[src/rtl/rs_pkg.sv]
package rs_pkg;
    localparam int DEF_NUM_ST = 4;
    localparam int DEF_DATA_W = 32;
    localparam int DEF_OP_W   = 2;

    typedef struct packed {
        logic busy;
        logic started;
    } rs_flags_t;
endpackage

[src/rtl/rs_opnd.sv]
module rs_opnd #(
    parameter int DATA_W = 32,
    parameter int TAG_W  = 3
) (
    input  logic              load_i,
    input  logic [TAG_W-1:0]  ld_tag_i,
    input  logic [DATA_W-1:0] ld_val_i,
    input  logic              live_i,
    input  logic [TAG_W-1:0]  cur_tag_i,
    input  logic [DATA_W-1:0] cur_val_i,
    input  logic              bc_valid_i,
    input  logic [TAG_W-1:0]  bc_tag_i,
    input  logic [DATA_W-1:0] bc_data_i,
    output logic [TAG_W-1:0]  nxt_tag_o,
    output logic [DATA_W-1:0] nxt_val_o
);
    logic hit_ld;
    logic hit_cur;

    always_comb begin
        hit_ld    = bc_valid_i && (ld_tag_i != '0) && (bc_tag_i == ld_tag_i);
        hit_cur   = bc_valid_i && live_i && (cur_tag_i != '0) && (bc_tag_i == cur_tag_i);
        nxt_tag_o = cur_tag_i;
        nxt_val_o = cur_val_i;
        if (load_i) begin
            if (hit_ld) begin
                nxt_tag_o = '0;
                nxt_val_o = bc_data_i;
            end else begin
                nxt_tag_o = ld_tag_i;
                nxt_val_o = ld_val_i;
            end
        end else if (hit_cur) begin
            nxt_tag_o = '0;
            nxt_val_o = bc_data_i;
        end
    end
endmodule

[src/rtl/rs_entry.sv]
module rs_entry #(
    parameter int DATA_W = 32,
    parameter int OP_W   = 2,
    parameter int TAG_W  = 3,
    parameter int IDX    = 1
) (
    input  logic              clk,
    input  logic              rst_n,
    input  logic              issue_i,
    input  logic [OP_W-1:0]   op_i,
    input  logic [TAG_W-1:0]  jt_i,
    input  logic [DATA_W-1:0] jv_i,
    input  logic [TAG_W-1:0]  kt_i,
    input  logic [DATA_W-1:0] kv_i,
    input  logic              bc_valid_i,
    input  logic [TAG_W-1:0]  bc_tag_i,
    input  logic [DATA_W-1:0] bc_data_i,
    input  logic              fu_free_i,
    output logic              busy_o,
    output logic              disp_valid_o,
    output logic [OP_W-1:0]   disp_op_o,
    output logic [DATA_W-1:0] disp_j_o,
    output logic [DATA_W-1:0] disp_k_o
);
    import rs_pkg::*;

    localparam logic [TAG_W-1:0] MY_TAG = TAG_W'(IDX);

    typedef struct packed {
        rs_flags_t         fl;
        logic [OP_W-1:0]   op;
        logic [TAG_W-1:0]  qj;
        logic [DATA_W-1:0] vj;
        logic [TAG_W-1:0]  qk;
        logic [DATA_W-1:0] vk;
    } ent_t;

    ent_t st_d, st_q;
    logic [TAG_W-1:0]  qj_n, qk_n;
    logic [DATA_W-1:0] vj_n, vk_n;
    logic              fire;
    logic              own_bc;

    rs_opnd #(.DATA_W(DATA_W), .TAG_W(TAG_W)) u_opnd_j (
        .load_i(issue_i), .ld_tag_i(jt_i), .ld_val_i(jv_i),
        .live_i(st_q.fl.busy), .cur_tag_i(st_q.qj), .cur_val_i(st_q.vj),
        .bc_valid_i(bc_valid_i), .bc_tag_i(bc_tag_i), .bc_data_i(bc_data_i),
        .nxt_tag_o(qj_n), .nxt_val_o(vj_n)
    );

    rs_opnd #(.DATA_W(DATA_W), .TAG_W(TAG_W)) u_opnd_k (
        .load_i(issue_i), .ld_tag_i(kt_i), .ld_val_i(kv_i),
        .live_i(st_q.fl.busy), .cur_tag_i(st_q.qk), .cur_val_i(st_q.vk),
        .bc_valid_i(bc_valid_i), .bc_tag_i(bc_tag_i), .bc_data_i(bc_data_i),
        .nxt_tag_o(qk_n), .nxt_val_o(vk_n)
    );

    always_comb begin
        fire   = st_q.fl.busy && !st_q.fl.started && (st_q.qj == '0)
                 && (st_q.qk == '0) && fu_free_i;
        own_bc = bc_valid_i && (bc_tag_i == MY_TAG) && st_q.fl.busy;
        st_d    = st_q;
        st_d.qj = qj_n;
        st_d.vj = vj_n;
        st_d.qk = qk_n;
        st_d.vk = vk_n;
        if (fire) st_d.fl.started = 1'b1;
        if (issue_i) begin
            st_d.fl.busy    = 1'b1;
            st_d.fl.started = 1'b0;
            st_d.op         = op_i;
        end else if (own_bc) begin
            st_d.fl.busy    = 1'b0;
            st_d.fl.started = 1'b0;
        end
    end

    always_ff @(posedge clk) begin
        if (!rst_n) st_q <= '0;
        else        st_q <= st_d;
    end

    assign busy_o       = st_q.fl.busy;
    assign disp_valid_o = fire;
    assign disp_op_o    = st_q.op;
    assign disp_j_o     = st_q.vj;
    assign disp_k_o     = st_q.vk;

    AST_ISSUE_SETS_BUSY: assert property (@(posedge clk) disable iff (!rst_n)
        issue_i |=> busy_o);
    AST_OWN_BC_FREES: assert property (@(posedge clk) disable iff (!rst_n)
        (busy_o && bc_valid_i && bc_tag_i == MY_TAG) |=> !busy_o);
    AST_J_CAPTURE: assert property (@(posedge clk) disable iff (!rst_n)
        (busy_o && !issue_i && bc_valid_i && st_q.qj != '0 && bc_tag_i == st_q.qj)
        |=> (st_q.qj == '0 && disp_j_o == $past(bc_data_i)));
    AST_K_CAPTURE: assert property (@(posedge clk) disable iff (!rst_n)
        (busy_o && !issue_i && bc_valid_i && st_q.qk != '0 && bc_tag_i == st_q.qk)
        |=> (st_q.qk == '0 && disp_k_o == $past(bc_data_i)));
    AST_NO_REDISPATCH: assert property (@(posedge clk) disable iff (!rst_n)
        disp_valid_o |=> !disp_valid_o);
    AST_DISP_NEEDS_FREE: assert property (@(posedge clk) disable iff (!rst_n)
        disp_valid_o |-> (busy_o && fu_free_i));
endmodule

[src/rtl/rs_bank.sv]
module rs_bank #(
    parameter int NUM_ST = rs_pkg::DEF_NUM_ST,
    parameter int DATA_W = rs_pkg::DEF_DATA_W,
    parameter int OP_W   = rs_pkg::DEF_OP_W,
    parameter int TAG_W  = $clog2(NUM_ST + 1)
) (
    input  logic                     clk,
    input  logic                     rst_n,
    input  logic                     iss_valid,
    input  logic [TAG_W-1:0]         iss_sel,
    input  logic [OP_W-1:0]          iss_op,
    input  logic [TAG_W-1:0]         iss_j_tag,
    input  logic [DATA_W-1:0]        iss_j_val,
    input  logic [TAG_W-1:0]         iss_k_tag,
    input  logic [DATA_W-1:0]        iss_k_val,
    output logic                     iss_ready,
    input  logic                     bc_valid,
    input  logic [TAG_W-1:0]         bc_tag,
    input  logic [DATA_W-1:0]        bc_data,
    input  logic [NUM_ST-1:0]        fu_free,
    output logic [NUM_ST-1:0]        busy,
    output logic [NUM_ST-1:0]        disp_valid,
    output logic [NUM_ST*OP_W-1:0]   disp_op,
    output logic [NUM_ST*DATA_W-1:0] disp_j,
    output logic [NUM_ST*DATA_W-1:0] disp_k
);
    logic [NUM_ST-1:0] hit_sel;
    logic [NUM_ST-1:0] issue_vec;

    always_comb begin
        iss_ready = 1'b0;
        for (int i = 0; i < NUM_ST; i++) begin
            hit_sel[i] = (iss_sel == TAG_W'(i + 1));
            if (hit_sel[i] && !busy[i]) iss_ready = 1'b1;
        end
        issue_vec = (iss_valid && iss_ready) ? hit_sel : '0;
    end

    for (genvar g = 0; g < NUM_ST; g++) begin : g_st
        rs_entry #(.DATA_W(DATA_W), .OP_W(OP_W), .TAG_W(TAG_W), .IDX(g + 1)) u_ent (
            .clk(clk), .rst_n(rst_n),
            .issue_i(issue_vec[g]), .op_i(iss_op),
            .jt_i(iss_j_tag), .jv_i(iss_j_val),
            .kt_i(iss_k_tag), .kv_i(iss_k_val),
            .bc_valid_i(bc_valid), .bc_tag_i(bc_tag), .bc_data_i(bc_data),
            .fu_free_i(fu_free[g]),
            .busy_o(busy[g]), .disp_valid_o(disp_valid[g]),
            .disp_op_o(disp_op[g*OP_W +: OP_W]),
            .disp_j_o(disp_j[g*DATA_W +: DATA_W]),
            .disp_k_o(disp_k[g*DATA_W +: DATA_W])
        );
    end

    AST_ONE_TARGET: assert property (@(posedge clk) disable iff (!rst_n)
        $onehot0(issue_vec));
    AST_STALL_NO_WRITE: assert property (@(posedge clk) disable iff (!rst_n)
        (iss_valid && !iss_ready && !bc_valid) |=> $stable(busy));
endmodule

[config.mk]
export PLATFORM = sky130hd
export DESIGN_NAME = rs_bank
export DESIGN_NICKNAME = d
export VERILOG_FILES = /design/src/rtl/rs_pkg.sv /design/src/rtl/rs_opnd.sv /design/src/rtl/rs_entry.sv /design/src/rtl/rs_bank.sv
export SDC_FILE = /design/constraint.sdc
export NUM_CORES = 1
export LEC_CHECK = 0
export ABC_AREA = 1
export BUFFER_PORTS_ARGS = -buffer_cell sky130_fd_sc_hd__buf_2
export CAP_MARGIN = 15
export CORE_ASPECT_RATIO = 2
export CORE_UTILIZATION = 45
export CTS_BUF_LIST = sky130_fd_sc_hd__clkbuf_4
export CTS_CLUSTER_DIAMETER = 150
export DETAILED_ROUTE_END_ITERATION = 10
export PLACE_DENSITY = 0.76
export RECOVER_POWER = 50
export SETUP_SLACK_MARGIN = 0.02
export SYNTH_ARGS = -nofsm -noshare
export SYNTH_HDL_FRONTEND = slang
export SYNTH_SLANG_ARGS = --single-unit
[constraint.sdc]
create_clock -name clk -period 1.6 [get_ports clk]
set_input_delay 0.08 -clock clk [delete_from_list [all_inputs] [get_ports clk]]
set_output_delay 0.08 -clock clk [all_outputs]
set_load 0.01 [all_outputs]
==> results of run 1 <==
## cells in the mapped netlist (all sizes together), types with 2 or more instances
cell type	n	share of area (%)
nand2	760	16
or2	3	0.10
xnor2	9	0.43
nor2	49	1.3
a21oi	39	1.1
o21ai	8	0.22
nand3	786	22
buf	410	15
clkbuf	87	1.8
inv	318	6.6
nand4	75	2.7
dfxtp	296	33
nor3	5	0.17
xor2	2	0.096
o2111ai	3	0.14
## kinds of logic after synthesis
group	count (synthesis)
XOR/XNOR	11
buffers and inverters	815
AND/OR/NAND/NOR	1680
AO/OA/AOI/OAI	51
flip-flops	296
## timing repair
| item | 4_1_cts |
|---|---|
| hold endpoints to repair | 296 |
| setup buffers | 44 |
| pin swaps | 26 |
| gates resized for setup | 125 |
| gates cloned | 45 |
| hold buffers | 112 |
| endpoints found under the setup margin | 288 |
## metal layers
layer | GRT overflow | global-route usage, %
met1 | 6 | 70.6
met2 | 151 | 86.6
met3 | 13 | 56.5
met4 | 107 | 71.0
met5 | 0 | 21.8
## stage by stage
stage / utilization, % / area, µm² / std cells / worst slack (ns) / TNS, ns
after floorplan: - / 18200 / 2853 / 0.129 / 0
after global placement: 51.3 / 20300 / 3528 / -0.136 / -6.94
after detailed placement: 51.3 / 20300 / 3528 / -0.169 / -14.28
after CTS: 61.6 / 24400 / 3851 / -0.396 / -75.75
==> results_dict.tcl, run 1 <==
set metrics [dict create \
    clock_tree.buffer_depth 3 \
    chip_height_um 286 \
    status "stopped before the end" \
    yosys_warnings 0 \
    postSynthRegisterBits 296 \
    complex_gate_fraction_of_the_synthesized_area_pct 1.48 \
    asyncSetResetFlopFracSynth_pct 0 \
    cts.htree.levels 3 \
    floorplan.io_pins 391 \
    grt_repair_worst_endpoint "disp_valid[1]" \
    initial_utilization_pct 45.9 \
    last-stage-reached "5_1_grt" \
    grt.overflow.total 277 \
    grt_max_degree 54 \
    synth-simple-area-share_pct 41.9 \
    globalRouteTotalUtil_pct 71.0 \
    die_x_extent_um 144 \
    synth_fp_nets 2971 \
    number_of_placement_rows 103 \
    post-dp-hpwl_um 61400 \
    dominant_combinational_cell_family_by_area_after_synthesis "simple AND/OR/NAND/NOR gates" \
    yosys.area_share.adder_pct 0 \
    numClockSinks 296 \
    number_of_enable_type_register_cells_in_the_synthesized_netlist 0 \
    synth_area_mm2 0.0182 \
    post_synth_xor_area_fraction_pct 0.531 \
    syn_area_per_cell_um2 6.36 \
    synthesis.instances 2853 \
    numCtsBuffers 74 \
    synth_flop_cell "dfxtp_1" \
    worst-ep-kind "primary output" \
    post_synth_num_cell_types 30 \
    finalWeightedCongestion 1.08 \
    synth_mux_area_share_pct 0 \
    stop_error "[ERROR GRT-0232] Routing congestion too high. Check the congestion heatmap in the GUI." \
    buffer_ports.inserted 390 \
    yosysSeqAreaShare_pct 32.6 \
    cts_root_buffer "clkbuf_4" \
]
==> run 2, diff against run 1 <==
--- a/config.mk
+++ b/config.mk
@@ -8,14 +8,10 @@
 export ABC_AREA = 1
 export BUFFER_PORTS_ARGS = -buffer_cell sky130_fd_sc_hd__buf_2
 export CAP_MARGIN = 15
-export CORE_ASPECT_RATIO = 2
-export CORE_UTILIZATION = 45
-export CTS_BUF_LIST = sky130_fd_sc_hd__clkbuf_4
-export CTS_CLUSTER_DIAMETER = 150
+export CORE_UTILIZATION = 30
 export DETAILED_ROUTE_END_ITERATION = 10
-export PLACE_DENSITY = 0.76
+export PLACE_DENSITY_LB_ADDON = 0.15
 export RECOVER_POWER = 50
-export SETUP_SLACK_MARGIN = 0.02
 export SYNTH_ARGS = -nofsm -noshare
 export SYNTH_HDL_FRONTEND = slang
 export SYNTH_SLANG_ARGS = --single-unit
==> results_dict.tcl, run 2 <==
set metrics [dict create \
    die-area_mm2 0.0615 \
    clock_tree_from_tritoncts "built" \
    cpMostUsedCell "nand2_1" \
    drt-total-wl_um 98600 \
    violations_in_the_final_reports "setup timing" \
    final.setup.worst_slack_ns -0.240 \
    regToRegStartpoint "g_st[1].u_ent.busy_o$_SDFFE_PN0P_" \
    rsz0062_at_grt "yes" \
    most_used_standard_cell_by_instance_count_after_synthesis "nand3_1" \
    synthDominantCellAreaShare_pct 32.6 \
    number_of_enable_type_register_cells_in_the_synthesized_netlist 0 \
    drive_above_1_share_pct 37.5 \
    endpoint_of_the_worst_register_to_register_path "g_st[0].u_ent.disp_k_o[22]$_SDFFE_PN0P_" \
    power.switching_mw 5.71 \
    fin_util_pct 45.6 \
    avgRoutedWirePerCell_um 25.1 \
    share_clk_of_total_power_pct 46.5 \
    chip_height_um 248 \
    fillerInstances 5979 \
    critPathMaxStageDelay_ns 0.33 \
    floorplan.io_pins 391 \
    cts_root_buffer "clkbuf_16" \
    grt_first_pass_wirelength_um 130000 \
    min_delay_worst_endpoint "g_st[3].u_ent.disp_k_o[10]$_SDFFE_PN0P_" \
    finalHoldViolCount 0 \
    hold_path.startpoint "iss_k_val[10]" \
    numClockSinks 296 \
    globalRouteTotalUtil_pct 28.9 \
    critPathLaunchType "flop" \
    synth_flop_cell "dfxtp_1" \
    clock_insertion_delay_worst_skew_ns 0.57 \
    worst_slew_margin_rel_pct 61.1 \
    setup_viol 291 \
    cts.htree.levels 2 \
    setup.reg_to_reg.worst_slack_ns -0.24 \
    pwr-share-comb_pct 14.7 \
    yosysSeqAreaShare_pct 32.6 \
    post-dp-hpwl_um 61200 \
    finalWeightedCongestion 0.995 \
    clock_transition_at_the_register_clock_pins_on_the_worst_setup_and_hold_paths_after_cts_ns 0.06 \
    number_of_placement_rows 89 \
    drv_cap 0 \
    power.ir.vdd_worst_mv 0.731 \
    grt_max_degree 73 \
    numCtsBuffers 40 \
    buffer_ports.inserted 390 \
    grt_antenna_before_repair 9 \
    number_of_nets_in_the_finished_design 3235 \
    die_x_extent_um 248 \
    most_common_cell_after_layout_fill_and_taps_aside "nand2_1" \
    remaining_drc_errors 0 \
    hold_path_class "primary input to flop" \
    asyncSetResetFlopFracSynth_pct 0 \
    endpoint_kind "flop" \
    timing_worst_setup_path_type "flop to flop" \
    synth.largest_area_cell "dfxtp_1" \
    synth_fp_nets 2971 \
    grt.overflow.total 0 \
    p_per_area_mw_per_mm2 720 \
    yosys_warnings 0 \
    final_max_slew_viol_count 0 \
    hold_critical_path_depth 7 \
    finalCritPeriodShare_pct 115 \
    cell_count_of_the_worst_reg_to_reg_path 14 \
    worst_clock_skew_ns 0.0216 \
    synth_area_mm2 0.0182 \
    post_synth_num_cell_types 30 \
    final_cell_mix "579 x nand2_1, 501 x nand3_1, 291 x inv_1" \
    timing.fmax_ghz 0.544 \
    syn_area_per_cell_um2 6.36 \
    critical_path.cell_chain "inv_4 -> nand3_2 -> nand2_2 -> inv_2 -> nand2_4 -> buf_6 -> nand2_8 -> nor2_4 -> buf_12 -> buf_16 -> nand2_1 -> nand3_1 -> nand2_1 -> inv_1" \
    critical-path-slowest-cell "dfxtp_2" \
    leading_cell_types_by_total_area_after_synthesis "dfxtp_1 33%, nand3_1 21%, nand2_1 16%" \
    period_minus_slack_ns 1.84 \
    setup_total_negative_slack_ns -42.73 \
    core_region_area_mm2 0.0594 \
    critical_path_peak_fanout 19 \
    firstDrtPassIters 8 \
    cp.required_ns 2.11 \
    power_mw 19.5 \
    drtAntennaViolNets 0 \
    clock_tree.buffer_depth 3 \
    areaGrowthSynthToFinish_pct 49.0 \
    cellInternalPower_mw 13.8 \
    cp.arrival_ns 2.35 \
    total_leakage_power_nw 15.2 \
    route.detailed.vias_per_inst 5.34 \
    pwr-share-seq_pct 38.8 \
    leading_cell_types_by_count_after_synthesis "780 x nand3_1, 758 x nand2_1, 308 x inv_1" \
    synthesis.instances 2853 \
    power.share.switching_pct 29.3 \
    least_margin_pin_slew_ns 0.581 \
    via_count_of_the_first_global_routing_pass 18592 \
    status "complete, but fails checks" \
    first_iter_violations 2112 \
    postSynthRegisterBits 296 \
    initial_utilization_pct 30.6 \
    num_vias 20985 \
]
==> run 2: cell counts after synthesis <==
Identical to the previous run, type by type.
==> run 2: power groups by stage <==
| stage | clock, mW | sequential [mW] | combinational, mW |
|---|---|---|---|
| 6_report | 9.06 | 7.56 | 2.87 |
| 5_1_grt | 9.46 | 7.56 | 2.98 |
| 4_1_cts | 9.20 | 7.55 | 2.48 |
| 3_5_place_dp | 0 | 7.71 | 2.13 |
| 3_3_place_gp | 0 | 7.71 | 2.13 |
| 2_1_floorplan | 0 | 7.67 | 1.11 |
==> run 2: worst max-delay path by stage <==
stage | from | end | depth (start not counted)
floorplan | g_st[3].u_ent.busy_o$_SDFFE_PN0P_ | g_st[1].u_ent.disp_j_o[10]$_SDFFE_PN0P_ | 12
global placement | g_st[0].u_ent.busy_o$_SDFFE_PN0P_ | g_st[0].u_ent.disp_j_o[5]$_SDFFE_PN0P_ | 10
detailed placement | g_st[0].u_ent.busy_o$_SDFFE_PN0P_ | g_st[0].u_ent.disp_j_o[12]$_SDFFE_PN0P_ | 10
CTS | g_st[0].u_ent.st_q[69]$_SDFFE_PN0P_ | disp_valid[0] | 5
global route | g_st[0].u_ent.busy_o$_SDFFE_PN0P_ | g_st[0].u_ent.disp_k_o[22]$_SDFFE_PN0P_ | 14
finish | g_st[1].u_ent.busy_o$_SDFFE_PN0P_ | g_st[0].u_ent.disp_k_o[22]$_SDFFE_PN0P_ | 14
==> run 2: routing by layer <==
layer	global-route usage [%]	part of all wire, %	vias to the layer above
met3	5.76	9.1	187
met5	0	0.013	-
met1	40.8	43	10296
met2	43.5	44	1052
li1	-	-	9448
met4	9.87	4.1	2
==> run 2: worst max-delay path: cells and delay by family, from the launching register on <==
family | cells | cell delay [ns]
buffers and inverters | 6 | 0.67
AND/OR/NAND/NOR | 8 | 0.75
flip-flops | 1 | 0.33
==> run 2: cells by family after synthesis <==
group | Yosys count | share of synthesized area [%]
xor gates and xnor gates | 11 | 0.531
AOI/OAI and AO/OA | 51 | 1.48
DFF | 296 | 32.6
buffers and inverters | 815 | 23.4
and+or+nand+nor | 1680 | 41.9
==> run 2: cell type report <==
type                            count  area, µm²  area share (%)
Tap cell                          773        967            3.57
Multi-Input combinational cell   1742      11000            40.6
Antenna cell                       10       25.0          0.0925
Inverter                          318       1220            4.51
Sequential cell                   296       5940            21.9
Clock inverter                      7       46.3           0.171
Clock buffer                       63       1250            4.62
Timing Repair Buffer              719       6630            24.5
==> run 2: stage by stage <==
| step | cells | setup WS (ns) | hold WS, ns | area (µm²) |
|---|---|---|---|---|
| finish | 3928 | -0.240 | 0.0329 | 27100 |
| detailed placement | 3702 | -0.148 | 0.384 | 20100 |
| global route | 3924 | -0.316 | 0.0467 | 27100 |
| global placement | 3702 | -0.155 | 0.381 | 20100 |
| floorplan | 2853 | 0.129 | 0.224 | 18200 |
| CTS | 3877 | -0.189 | 0.000383 | 24200 |
==> run 2: repair_timing <==
item | 4_1_cts | 5_1_grt
resized for setup | 290 | 534
endpoints found under the setup margin | 288 | 298
cloned | 32 | 34
pin swaps | 80 | 134
hold endpoints to repair | 71 | 0
buffers inserted | 50 | 19
hold buffers | 25 | 0
Note: power is estimated with default switching activity, not from simulation.
